===== src/rtl/sync_rx_pkg.sv =====
package sync_rx_pkg;

  parameter int SRX_DATA_W   = 8;
  parameter int SRX_DIV_W    = 16;
  parameter int SRX_NARROW_W = 8;

  // Control and status state held by the receive controller
  typedef struct packed {
    logic flag;    // word waiting to be read
    logic ovr;     // word lost while flag was set
    logic single;  // single-word reception armed
    logic cont_q;  // delayed continuous enable, for edge detect
  } rx_state_t;

endpackage


===== src/rtl/srx_baud_gen.sv =====
module srx_baud_gen #(
  parameter int DIV_W    = 16,
  parameter int NARROW_W = 8
) (
  input  logic             clk,
  input  logic             rst_n,
  input  logic             run,
  input  logic [DIV_W-1:0] div_val,
  input  logic             div_wide,
  output logic             tick
);

  logic [DIV_W-1:0] div_eff;
  logic [DIV_W-1:0] cnt_q;
  logic [DIV_W-1:0] cnt_d;

  generate
    if (NARROW_W < DIV_W) begin : g_sel
      assign div_eff = div_wide ? div_val
                                : {{(DIV_W-NARROW_W){1'b0}}, div_val[NARROW_W-1:0]};
    end else begin : g_full
      assign div_eff = div_val;
    end
  endgenerate

  assign tick = run && (cnt_q == div_eff);

  always_comb begin
    cnt_d = cnt_q;
    if (!run || tick) begin
      cnt_d = '0;
    end else begin
      cnt_d = cnt_q + DIV_W'(1);
    end
  end

  always_ff @(posedge clk or negedge rst_n) begin
    if (!rst_n) begin
      cnt_q <= '0;
    end else begin
      cnt_q <= cnt_d;
    end
  end

endmodule


===== src/rtl/srx_shifter.sv =====
module srx_shifter #(
  parameter int DATA_W = 8
) (
  input  logic          clk,
  input  logic          rst_n,
  input  logic          run,
  input  logic          tick,
  input  logic          clk_pol,
  input  logic          nine_bit_en,
  input  logic          data_in,
  output logic          sck,
  output logic          word_done,
  output logic [DATA_W:0] word
);

  localparam int WORD_W = DATA_W + 1;
  localparam int CNT_W  = $clog2(WORD_W + 1);

  logic              sck_q, sck_d;
  logic [CNT_W-1:0]  bit_q, bit_d;
  logic [WORD_W-1:0] sh_q, sh_d;
  logic [CNT_W-1:0]  last_bit;

  assign last_bit = nine_bit_en ? CNT_W'(DATA_W) : CNT_W'(DATA_W - 1);

  always_comb begin
    sck_d     = sck_q;
    bit_d     = bit_q;
    sh_d      = sh_q;
    word_done = 1'b0;
    if (!run) begin
      sck_d = clk_pol;
      bit_d = '0;
    end else if (tick) begin
      sck_d = ~sck_q;
      if (sck_q) begin
        for (int i = 0; i < WORD_W; i++) begin
          if (bit_q == CNT_W'(i)) begin
            sh_d[i] = data_in;
          end
        end
        if (bit_q == last_bit) begin
          word_done = 1'b1;
          bit_d     = '0;
        end else begin
          bit_d = bit_q + CNT_W'(1);
        end
      end
    end
  end

  assign sck  = sck_q;
  assign word = sh_d;

  always_ff @(posedge clk or negedge rst_n) begin
    if (!rst_n) begin
      sck_q <= 1'b0;
      bit_q <= '0;
      sh_q  <= '0;
    end else begin
      sck_q <= sck_d;
      bit_q <= bit_d;
      sh_q  <= sh_d;
    end
  end

endmodule


===== src/rtl/srx_rx_ctrl.sv =====
module srx_rx_ctrl
  import sync_rx_pkg::*;
#(
  parameter int DATA_W = 8
) (
  input  logic              clk,
  input  logic              rst_n,
  input  logic              single_req,
  input  logic              cont_en,
  input  logic              rd_pulse,
  input  logic              nine_bit_en,
  input  logic              word_done,
  input  logic [DATA_W:0]   word,
  output logic              run,
  output logic              single_busy,
  output logic [DATA_W-1:0] rx_data,
  output logic              rx_bit8,
  output logic              done_flag,
  output logic              overrun
);

  rx_state_t         st_q, st_d;
  logic [DATA_W-1:0] data_q, data_d;
  logic              b8_q, b8_d;
  logic              load_en;

  // Continuous enable takes precedence; either one keeps the clock running
  assign run = st_q.single | cont_en;

  assign load_en = word_done && !(st_q.flag && !rd_pulse);

  always_comb begin
    st_d        = st_q;
    data_d      = data_q;
    b8_d        = b8_q;
    st_d.cont_q = cont_en;
    if (st_q.cont_q && !cont_en) begin
      st_d.ovr = 1'b0;
    end
    if (word_done) begin
      if (!load_en) begin
        st_d.ovr = 1'b1;
      end else begin
        st_d.flag = 1'b1;
      end
      st_d.single = 1'b0;
    end else if (rd_pulse) begin
      st_d.flag = 1'b0;
    end
    if (load_en) begin
      data_d = word[DATA_W-1:0];
      b8_d   = nine_bit_en & word[DATA_W];
    end
    if (single_req) begin
      st_d.single = 1'b1;
    end
  end

  always_ff @(posedge clk or negedge rst_n) begin
    if (!rst_n) begin
      st_q   <= '0;
      data_q <= '0;
      b8_q   <= 1'b0;
    end else begin
      st_q   <= st_d;
      data_q <= data_d;
      b8_q   <= b8_d;
    end
  end

  assign single_busy = st_q.single;
  assign rx_data     = data_q;
  assign rx_bit8     = b8_q;
  assign done_flag   = st_q.flag;
  assign overrun     = st_q.ovr;

endmodule


===== src/rtl/sync_rx_master.sv =====
module sync_rx_master
  import sync_rx_pkg::*;
#(
  parameter int DATA_W   = SRX_DATA_W,
  parameter int DIV_W    = SRX_DIV_W,
  parameter int NARROW_W = SRX_NARROW_W
) (
  input  logic              clk,
  input  logic              rst_n,
  input  logic [DIV_W-1:0]  div_val,
  input  logic              div_wide,
  input  logic              clk_pol,
  input  logic              nine_bit_en,
  input  logic              single_req,
  input  logic              cont_en,
  input  logic              rd_pulse,
  input  logic              irq_en,
  input  logic              data_in,
  output logic              sck_out,
  output logic [DATA_W-1:0] rx_data,
  output logic              rx_bit8,
  output logic              done_flag,
  output logic              irq,
  output logic              overrun,
  output logic              single_busy
);

  logic            rs_meta_q, rs_sync_q;
  logic            rst_int_n;
  logic            run;
  logic            tick;
  logic            word_done;
  logic [DATA_W:0] word;

  // Asynchronous assert, synchronous release
  always_ff @(posedge clk or negedge rst_n) begin
    if (!rst_n) begin
      rs_meta_q <= 1'b0;
      rs_sync_q <= 1'b0;
    end else begin
      rs_meta_q <= 1'b1;
      rs_sync_q <= rs_meta_q;
    end
  end
  assign rst_int_n = rs_sync_q;

  srx_baud_gen #(
    .DIV_W    (DIV_W),
    .NARROW_W (NARROW_W)
  ) u_baud (
    .clk      (clk),
    .rst_n    (rst_int_n),
    .run      (run),
    .div_val  (div_val),
    .div_wide (div_wide),
    .tick     (tick)
  );

  srx_shifter #(
    .DATA_W (DATA_W)
  ) u_shift (
    .clk         (clk),
    .rst_n       (rst_int_n),
    .run         (run),
    .tick        (tick),
    .clk_pol     (clk_pol),
    .nine_bit_en (nine_bit_en),
    .data_in     (data_in),
    .sck         (sck_out),
    .word_done   (word_done),
    .word        (word)
  );

  srx_rx_ctrl #(
    .DATA_W (DATA_W)
  ) u_ctrl (
    .clk         (clk),
    .rst_n       (rst_int_n),
    .single_req  (single_req),
    .cont_en     (cont_en),
    .rd_pulse    (rd_pulse),
    .nine_bit_en (nine_bit_en),
    .word_done   (word_done),
    .word        (word),
    .run         (run),
    .single_busy (single_busy),
    .rx_data     (rx_data),
    .rx_bit8     (rx_bit8),
    .done_flag   (done_flag),
    .overrun     (overrun)
  );

  assign irq = done_flag & irq_en;

endmodule


===== config.mk =====
export PLATFORM = sky130hd
export DESIGN_NAME = sync_rx_master
export DESIGN_NICKNAME = d
export VERILOG_FILES = /design/src/rtl/sync_rx_pkg.sv /design/src/rtl/srx_baud_gen.sv /design/src/rtl/srx_shifter.sv /design/src/rtl/srx_rx_ctrl.sv /design/src/rtl/sync_rx_master.sv
export SDC_FILE = /design/constraint.sdc
export NUM_CORES = 1
export LEC_CHECK = 0
export ABC_AREA = 1
export BUFFER_PORTS_ARGS = -buffer_cell sky130_fd_sc_hd__clkbuf_2
export CAP_MARGIN = 10
export CORE_MARGIN = 2
export CORE_UTILIZATION = 49
export DETAILED_ROUTE_END_ITERATION = 8
export HOLD_SLACK_MARGIN = 0.15
export MAX_ROUTING_LAYER = met4
export PLACE_DENSITY = 0.72
export SKIP_CTS_REPAIR_TIMING = 1
export SYNTH_ARGS = -nofsm -noshare
export SYNTH_HDL_FRONTEND = slang
export SYNTH_SLANG_ARGS = --single-unit

===== constraint.sdc =====
create_clock -name clk -period 1.9 [get_ports clk]
set_clock_uncertainty 0.1 [all_clocks]
set_input_delay 0.095 -clock clk [delete_from_list [all_inputs] [get_ports clk]]
set_output_delay 0.095 -clock clk [all_outputs]
set_load 0.02 [all_outputs]

==> run_results.csv, run 1 <==
group,metric,value,unit
global_route,grt_overflow,0,
timing,setup-violations-final,0,
die,core,5170,um2
detailed_routing,viasPerCell,5.13,
worst_setup_path,cp-end-kind,"register",
worst_setup_path,start_kind,"register",
detailed_routing,drt-pass1-iter-count,5,
global_route,grt_max_degree,26,
clock_network,root_buffer,"clkbuf_8",
worst_setup_path,crit_arrival,1.93,ns
clock_network,cts-htree-levels,2,
pwr,p_per_area,783,nW/um2
pwr,p_clk_frac,0.286,
worst_setup_path,rr_startpoint,"u_baud.cnt_q[8]",
synthesis,syn_avg_cell_area,6.97,um2
global_route,grt_first_pass_wirelength,11.2,mm
cells_and_area,area_growth,23.5,%
global_route,antenna_found_initial,0,
worst_setup_path,worst-r2r-cell-count,11,
timing,holdWs,0.109,ns
detailed_routing,first_iter_violations,175,
synthesis,seq_area_frac_synth,0.422,
detailed_routing,wl_per_cell,12.8,um
synthesis,syn_area,2670,um2
place,gp_congestion,0.881,
die,row_count,26,
clock_network,clk_latency,0.30,ns
clock_network,tritoncts,"built",
cells_and_area,utilization,0.637,
global_route,grt_pass1_vias,2471,
die,die-area,6060,um2
place,numPortBuffers,39,
detailed_routing,drc,0,
timing,post-route-period-util,0.960,
die,start_util,0.516,
worst_setup_path,r2r-end,"u_ctrl.rx_data[2]",
worst_setup_path,cp_max_fo,5,
timing,final-hold-violation-count,0,
worst_setup_path,rrSetupSlack,0.08,ns
timing,clock.fmax,548,MHz
synthesis,synth.distinct_cells,30,
clock_network,clk_pin_slew,0.10,ns
die,ios,40,
cells_and_area,nNetsFinal,477,
worst_setup_path,required,2.01,ns
job,drv_cap,0,
pwr,power_switching,0.868,mW
detailed_routing,drt-total-wl,6.64,mm
cells_and_area,final_cell_mix,"nand2_1, inv_1, clkbuf_2",
cells_and_area,n_antenna_cell,0,
timing,rsz0062_at_grt,"yes",
cells_and_area,fillCellCount,468,
die,dieWidth,77.8,um
pwr,combPwrFrac,0.242,
min_path,hp-class,"register to async pin",
worst_setup_path,critPathKind,"register to register",
timing,report.final.slew_viol_count,0,
synthesis,netlist_instances,383,
die,die_height,77.8,um
global_route,grt_usage,0.237,
pwr,irDropWorstVdd,0.505,mV
timing,setup-tns-final,0,ns
clock_network,clock-sinks,45,
pwr,intPower,1.71,mW
place,hpwl,4.70,mm
cells_and_area,layout_commonest_cell,"nand2_1",
clock_network,cts_buffer_depth,2,
cells_and_area,drive_gt1_frac,0.204,
worst_setup_path,crit_end,"u_ctrl.rx_data[2]",
synthesis,yosysWarnings,0,
detailed_routing,vias,2650,
status,status,"complete, no violations",
detailed_routing,ant_nets,0,
pwr,leakage,1.79,nW
pwr,swShare,0.336,
timing,fin_crit,1.82,ns
pwr,share_seq_of_total_power,0.472,
worst_setup_path,crit_start,"u_baud.cnt_q[8]",
synthesis,synth_nets,414,
clock_network,numCtsBuffers,5,
synthesis,yosys_register_bits,45,
==> metal layers <==
metal | GRT usage | share of wire | wire (um) | vias up
met5 | - | 0 | 0 | -
met4 | 0.0661 | 0.012 | 78 | 0
met3 | 0.0407 | 0.077 | 514 | 9
met2 | 0.375 | 0.46 | 3030 | 104
met1 | 0.316 | 0.45 | 3020 | 1201
li1 | - | - | - | 1336
==> per-stage QoR <==
step | worst slack (ns) | power, mW | cell area [um2] | std cells
after floorplan | 0.311 | 1.62 | 2670 | 383
after global placement | 0.0197 | 1.79 | 3020 | 498
after detailed placement | -0.00452 | 1.81 | 3020 | 498
after CTS | -0.0323 | 2.56 | 3130 | 506
after global routing | -0.0356 | 2.74 | 3300 | 517
final | 0.0759 | 2.58 | 3300 | 517
==> worst min-delay path by stage <==
stage / start / to / slack, ns / cells after the start
floorplan: rst_n / rs_meta_q / -0.30 / 0
global placement: rst_n / rs_meta_q / -0.22 / 1
detailed placement: rst_n / rs_meta_q / -0.22 / 1
CTS: rst_n / rs_sync_q / -0.55 / 1
global route: rs_sync_q / u_ctrl.rx_data[0] / 0.15 / 0
finish: rs_sync_q / u_ctrl.rx_data[0] / 0.11 / 0
==> cells in the mapped netlist, drive strengths merged <==
cell type	number	area share
nor2	44	0.068
conb	1	0.0014
nand2	152	0.21
inv	44	0.062
nand3	27	0.059
a21oi	6	0.011
nor3b	2	0.0056
nand3b	1	0.0028
dfrtp	45	0.42
xor2	5	0.016
nand4	12	0.028
buf	6	0.016
clkinv	1	0.0014
nor3	7	0.017
xnor2	1	0.0033
a21o	1	0.0028
o21ai	17	0.032
clkbuf	2	0.0028
ha	5	0.023
nor4	4	0.0094
==> state kept, by name, summed over array words and instances, names as in the netlist <==
| register | count |
|---|---|
| u_ctrl.done_flag | 1 |
| u_ctrl.overrun | 1 |
| u_shift.sck | 1 |
| u_ctrl.rx_data | 8 |
| u_baud.cnt_q | 16 |
| rs_sync_q | 1 |
| u_shift.sh_q | 9 |
| u_ctrl.st_q | 1 |
| u_shift.bit_q | 4 |
| u_ctrl.single_busy | 1 |
| u_ctrl.rx_bit8 | 1 |
| rs_meta_q | 1 |
==> critical path: stages (launching register included) <==
cell	delay, ns
dfrtp_1	0.44
inv_1	0.12
nand3_1	0.08
nand2_1	0.05
nor2_1	0.08
nand2_1	0.09
nor2_4	0.14
nand2_2	0.10
nor2_4	0.21
nand3_2	0.17
nand2_1	0.09
nand2_1	0.05
==> power groups by stage <==
| stage | clock (mW) | sequential (mW) | combinational, mW |
|---|---|---|---|
| 2_1_floorplan | 0 | 1.20 | 0.418 |
| 3_3_place_gp | 0 | 1.22 | 0.570 |
| 3_5_place_dp | 0 | 1.22 | 0.590 |
| 4_1_cts | 0.757 | 1.21 | 0.596 |
| 5_1_grt | 0.792 | 1.24 | 0.714 |
| 6_report | 0.738 | 1.22 | 0.624 |
==> layout make-up <==
class                   count  area [um2]  share of cell area
flip-flops and latches     45        1130               0.344
clock buffers               6        72.6              0.0220
well taps                  70        87.6              0.0266
repair buffers             63         428               0.130
clock inverters             2        38.8              0.0118
multi-input cells         286        1370               0.414
inverters                  45         169              0.0512
==> cells by family after synthesis <==
kind of cell,synth area share
xor gates and xnor gates,0.0197
and+or+nand+nor,0.405
buffers and inverters,0.0825
AOI/OAI and AO/OA,0.0459
DFF,0.422
other,0.00140
adders and majority gates,0.0234
Note: power is estimated with default switching activity, not from simulation.
==> run 2, diff against run 1 <==
==> constraint.sdc (replaced) <==
create_clock -name clk -period 1.9 [get_ports clk]
set_clock_uncertainty 0.1 [all_clocks]
set_input_delay 0.285 -clock clk [delete_from_list [all_inputs] [get_ports clk]]
set_output_delay 0.285 -clock clk [all_outputs]
set_load 0.02 [all_outputs]
==> run 2 against run 1 <==
Effect of this change: flip-flop and latch count unchanged; utilization shrank 0.58 points; wire length down 5.7%; cell count grew 0.77%; via count down 0.49%; fmax grew 0.77%; worst setup slack improved by 0.014 ns; highest routed layer unchanged; total power decreased by 5.3%; critical path depth is 1 lower; worst hold slack improved by 0.017 ns.
==> run_results.csv, run 2 (synthesized netlist as in run 1, its figures left out) <==
group,metric,value,unit
cells_and_area,nNetsFinal,481,
detailed_routing,drt-total-wl,6.26,mm
detailed_routing,viasPerCell,5.06,
cells_and_area,largest_register_ffs,16,
worst_setup_path,cp-end-kind,"register",
worst_setup_path,cp_max_fo,8,
clock_network,numCtsBuffers,5,
timing,setup-violations-final,0,
clock_network,clk_latency,0.30,ns
clock_network,clock-sinks,45,
detailed_routing,ant_nets,0,
timing,setup-tns-final,0,ns
cells_and_area,utilization,0.632,
cells_and_area,regMostFlops,"u_baud.cnt_q",
die,core,5170,um2
detailed_routing,vias,2637,
global_route,grt_usage,0.227,
pwr,p_per_area,748,nW/um2
die,ios,40,
detailed_routing,first_iter_violations,250,
place,gp_congestion,0.865,
clock_network,cts_buffer_depth,2,
global_route,grt_max_degree,18,
timing,relSlewSlack,0.543,
die,die-area,6060,um2
timing,timing.final.ws_setup,0.0899,ns
worst_setup_path,cpPeakStageDelay,0.41,ns
timing,rsz0062_at_grt,"yes",
timing,clock.fmax,552,MHz
timing,report.final.slew_viol_count,0,
worst_setup_path,required,2.04,ns
cells_and_area,final_cell_mix,"nand2_1, inv_1, dfrtp_1",
detailed_routing,drt-pass1-iter-count,4,
global_route,grt_overflow,0,
worst_setup_path,cpMaxStageDelayCell,"dfrtp_1",
place,pre_cts_ws,-0.0153,ns
global_route,grt_first_pass_wirelength,10.9,mm
detailed_routing,wl_per_cell,12.0,um
pwr,irDropWorstVdd,0.700,mV
die,die_height,77.8,um
cells_and_area,layout_commonest_cell,"nand2_1",
die,start_util,0.516,
worst_setup_path,start_kind,"register",
timing,final-hold-violation-count,0,
cells_and_area,drive_gt1_frac,0.215,
timing,fin_crit,1.81,ns
place,numPortBuffers,39,
worst_setup_path,critPathKind,"register to register",
cells_and_area,area_growth,22.4,%
global_route,grt_pass1_vias,2473,
clock_network,clk_pin_slew,0.09,ns
worst_setup_path,crit_top_cell,"nand2_1",
global_route,antenna_found_initial,0,
status,status,"complete, no violations",
global_route,grtUsageMet2,0.337,
global_route,use_met3,0.0395,
detailed_routing,drc,0,
cells_and_area,n_antenna_cell,0,
global_route,grt_util_met1,0.322,
timing,post-route-period-util,0.953,
timing,tightest_slew,0.683,ns
job,drv_cap,0,
clock_network,cts-htree-levels,2,
global_route,grt_busiest_layer,"met2",
pwr,leakage,1.80,nW
die,dieWidth,77.8,um
worst_setup_path,crit_arrival,1.95,ns
place,hpwl,4.72,mm
worst_setup_path,path_cells,"inv_1, nand3_1, nand2_1, nor2_1, nand2_1, nor2_4, nand3_4, nor3_4, nand2_1, nand2_1",
clock_network,tritoncts,"built",
min_path,hp-class,"register to async pin",
clock_network,root_buffer,"clkbuf_8",
die,row_count,26,
==> run 2: layout make-up <==
class                   instances  area, um2
fillers                       489       1910
multi-input cells             285       1370
flip-flops and latches         45       1130
repair buffers                 68        427
inverters                      45        169
well taps                      70       87.6
clock buffers                   6       72.6
clock inverters                 2       10.0
==> run 2: through the flow <==
step | hold slack (ns) | instance area [um2] | instances | total power [mW]
2_1_floorplan | -0.111 | 2670 | 383 | 1.62
3_3_place_gp | -0.0296 | 3020 | 499 | 1.79
3_5_place_dp | -0.0270 | 3020 | 499 | 1.81
4_1_cts | -0.355 | 3100 | 507 | 2.39
5_1_grt | 0.161 | 3270 | 521 | 2.62
6_report | 0.126 | 3270 | 521 | 2.44
==> run 2: power breakdown <==
part	internal, mW	total, mW	switching, mW
logic	0.261	0.647	0.386
registers	1.08	1.22	0.144
clock network	0.255	0.575	0.320
total	1.59	2.44	0.849
==> run 2: path summary, 6_finish.rpt <==
kind                                          end  slack (ns)              from  cells after the start
worst min-delay path            u_ctrl.rx_data[7]        0.13         rs_sync_q                      1
worst max-delay path            u_ctrl.rx_data[5]        0.09  u_baud.cnt_q[13]                     10
min in group clk                      u_shift.sck        0.17           clk_pol                      3
worst max register to register  u_ctrl.rx_data[5]        0.09  u_baud.cnt_q[13]                     10
worst min register to register  u_ctrl.rx_data[7]        0.13         rs_sync_q                      1
max in group asynchronous         u_baud.cnt_q[2]        0.44         rs_sync_q                      1
==> run 2: worst max-delay path, delay by kind of cell (launching register included) <==
family	cells	cell delay (ns)
AND/OR/NAND/NOR	9	1.15
buffers and inverters	1	0.08
flip-flops	1	0.41
==> run 2: layer usage <==
metal  vias to the layer above  wire (um)
met4                         0         68
met1                      1205       2930
met2                        87       2830
met3                         7        436
li1                       1338          -
met5                         -          0
==> run 3, diff against run 2 <==
--- a/config.mk
+++ b/config.mk
@@ -14,6 +14,8 @@
 export HOLD_SLACK_MARGIN = 0.15
 export MAX_ROUTING_LAYER = met4
 export PLACE_DENSITY = 0.72
+export REMOVE_ABC_BUFFERS = 1
+export SETUP_SLACK_MARGIN = 0.4
 export SKIP_CTS_REPAIR_TIMING = 1
 export SYNTH_ARGS = -nofsm -noshare
 export SYNTH_HDL_FRONTEND = slang
==> run 3 against run 2 <==
Effect of this change: worst hold slack improved by 0.017 ns; sequential share of layout area fell by 2.6 points; utilization up 5.1 points; combinational power is 29% higher; non-clock buffer count increased by 11; register-to-register slack gained 0.04 ns.
==> run_results.csv, run 3 (synthesized netlist as in run 1, its figures left out) <==
group,metric,value,unit
status,status,"complete, no violations",
place,gp_congestion,0.938,
worst_setup_path,start_kind,"register",
global_route,antenna_found_initial,0,
timing,setup-tns-final,0,ns
worst_setup_path,cpMaxStageDelayCell,"dfrtp_1",
timing,timing.final.ws_setup,0.126,ns
detailed_routing,drt-pass1-iter-count,5,
timing,setup-violations-final,0,
detailed_routing,first_iter_violations,131,
detailed_routing,ant_nets,0,
detailed_routing,drt-total-wl,6.61,mm
detailed_routing,wl_per_cell,12.4,um
cells_and_area,register_area,1130,um2
cells_and_area,nNetsFinal,492,
cells_and_area,regMostFlops,"u_baud.cnt_q",
die,dieWidth,77.8,um
die,row_count,26,
worst_setup_path,crit_arrival,1.86,ns
timing,holdWs,0.143,ns
cells_and_area,utilization,0.683,
place,pre_cts_ws,-0.0317,ns
global_route,grt_overflow,0,
die,ios,40,
pwr,p_per_area,782,nW/um2
global_route,grt_pass1_vias,2439,
worst_setup_path,crit_top_cell,"nand2_1",
min_path,worstHoldStart,"nine_bit_en",
clock_network,cts_buffer_depth,2,
place,hpwl,4.67,mm
worst_setup_path,path_cells,"inv_1, nand3_1, nand2_1, nor2_1, nand2_1, nor2_4, nand3_4, buf_12, nand2_1, nand2_1, nand2_1, nand2_1",
worst_setup_path,rrSetupSlack,0.13,ns
worst_setup_path,crit_start,"u_baud.cnt_q[11]",
worst_setup_path,cpPeakStageDelay,0.40,ns
worst_setup_path,cp-end-kind,"register",
clock_network,clock-sinks,45,
min_path,hp-class,"input pin to register",
timing,report.final.slew_viol_count,0,
timing,tightest_slew,0.575,ns
worst_setup_path,worst-r2r-cell-count,12,
pwr,leakage,1.91,nW
clock_network,cts-htree-levels,2,
timing,post-route-period-util,0.934,
worst_setup_path,cp_top_family,"simple AND/OR/NAND/NOR gates",
global_route,grt_first_pass_wirelength,10.4,mm
worst_setup_path,required,1.99,ns
clock_network,tritoncts,"built",
detailed_routing,vias,2692,
worst_setup_path,crit_buf_inv,2,
global_route,grt_usage,0.220,
cells_and_area,drive_gt1_frac,0.305,
die,die_height,77.8,um
detailed_routing,drc,0,
min_path,whs_path_depth,3,
cells_and_area,area_growth,32.3,%
cells_and_area,layout_commonest_cell,"nand2_1",
die,start_util,0.516,
die,core,5170,um2
timing,final-hold-violation-count,0,
timing,rsz0062_at_grt,"yes",
cells_and_area,largest_register_ffs,16,
clock_network,numCtsBuffers,5,
cells_and_area,multi_input_comb_area,1480,um2
cells_and_area,final_cell_mix,"nand2_1, dfrtp_1, clkbuf_2",
pwr,finalPower,2.76,mW
job,drv_cap,0,
worst_setup_path,crit_cells,12,
cells_and_area,n_antenna_cell,0,
place,numPortBuffers,39,
detailed_routing,viasPerCell,5.06,
clock_network,clk_latency,0.29,ns
cells_and_area,fillCellCount,433,
die,die-area,6060,um2
worst_setup_path,critPathKind,"register to register",
clock_network,clk_pin_slew,0.08,ns
timing,clock.fmax,564,MHz
worst_setup_path,rr_startpoint,"u_baud.cnt_q[11]",
global_route,grt_max_degree,27,
clock_network,root_buffer,"clkbuf_8",
pwr,irDropWorstVdd,0.554,mV
timing,fin_crit,1.77,ns
worst_setup_path,cp_max_fo,7,
timing,relSlewSlack,0.616,
[run 3: cell types whose count changed in the layout (fill, tap and decap cells not counted), sizes merged]
cell,before,now
buf,25,38
bufinv,0,1
clkbuf,45,44
clkinv,3,2
dlygate4sd3,4,3
[run 3: metrics by stage]
stage / instances / cell area (um2)
2_1_floorplan: 375 / 2620
3_3_place_gp: 505 / 3070
3_5_place_dp: 505 / 3070
4_1_cts: 513 / 3180
5_1_grt: 532 / 3530
6_report: 532 / 3530
[run 3: worst register-to-register path, delay by kind of cell, from the launching register on]
| family | cells | cell delay, ns |
|---|---|---|
| buf+inv | 2 | 0.28 |
| simple gates | 10 | 0.90 |
| flops | 1 | 0.40 |
[run 3: power breakdown]
| group | switching [mW] | total [mW] | internal, mW |
|---|---|---|---|
| Combinational | 0.440 | 0.834 | 0.394 |
| Clock | 0.319 | 0.709 | 0.390 |
| Sequential | 0.143 | 1.22 | 1.08 |
| Total | 0.901 | 2.76 | 1.86 |
[run 3: metal layers]
metal | up-vias | part of all wire | track usage
li1 | 1358 | - | -
met2 | 67 | 0.48 | 0.341
met3 | 21 | 0.039 | 0.0372
met4 | 0 | 0.035 | 0.109
met5 | - | 0 | -
met1 | 1246 | 0.44 | 0.279
[run 3: layout make-up]
class	instances	share of cell area
multi-input combinational	285	0.419
clock buffer	6	0.0205
tap	70	0.0248
timing repair buffer	79	0.157
sequential	45	0.321
clock inverter	2	0.00992
inverter	45	0.0478
[run 3: path summary, 6_finish.rpt]
kind,to
min reg2reg,u_ctrl.overrun
max in group asynchronous,u_shift.bit_q[0]
max reg2reg,u_ctrl.rx_data[4]
max,u_ctrl.rx_data[4]
min in group asynchronous,u_ctrl.overrun
min,u_ctrl.rx_bit8
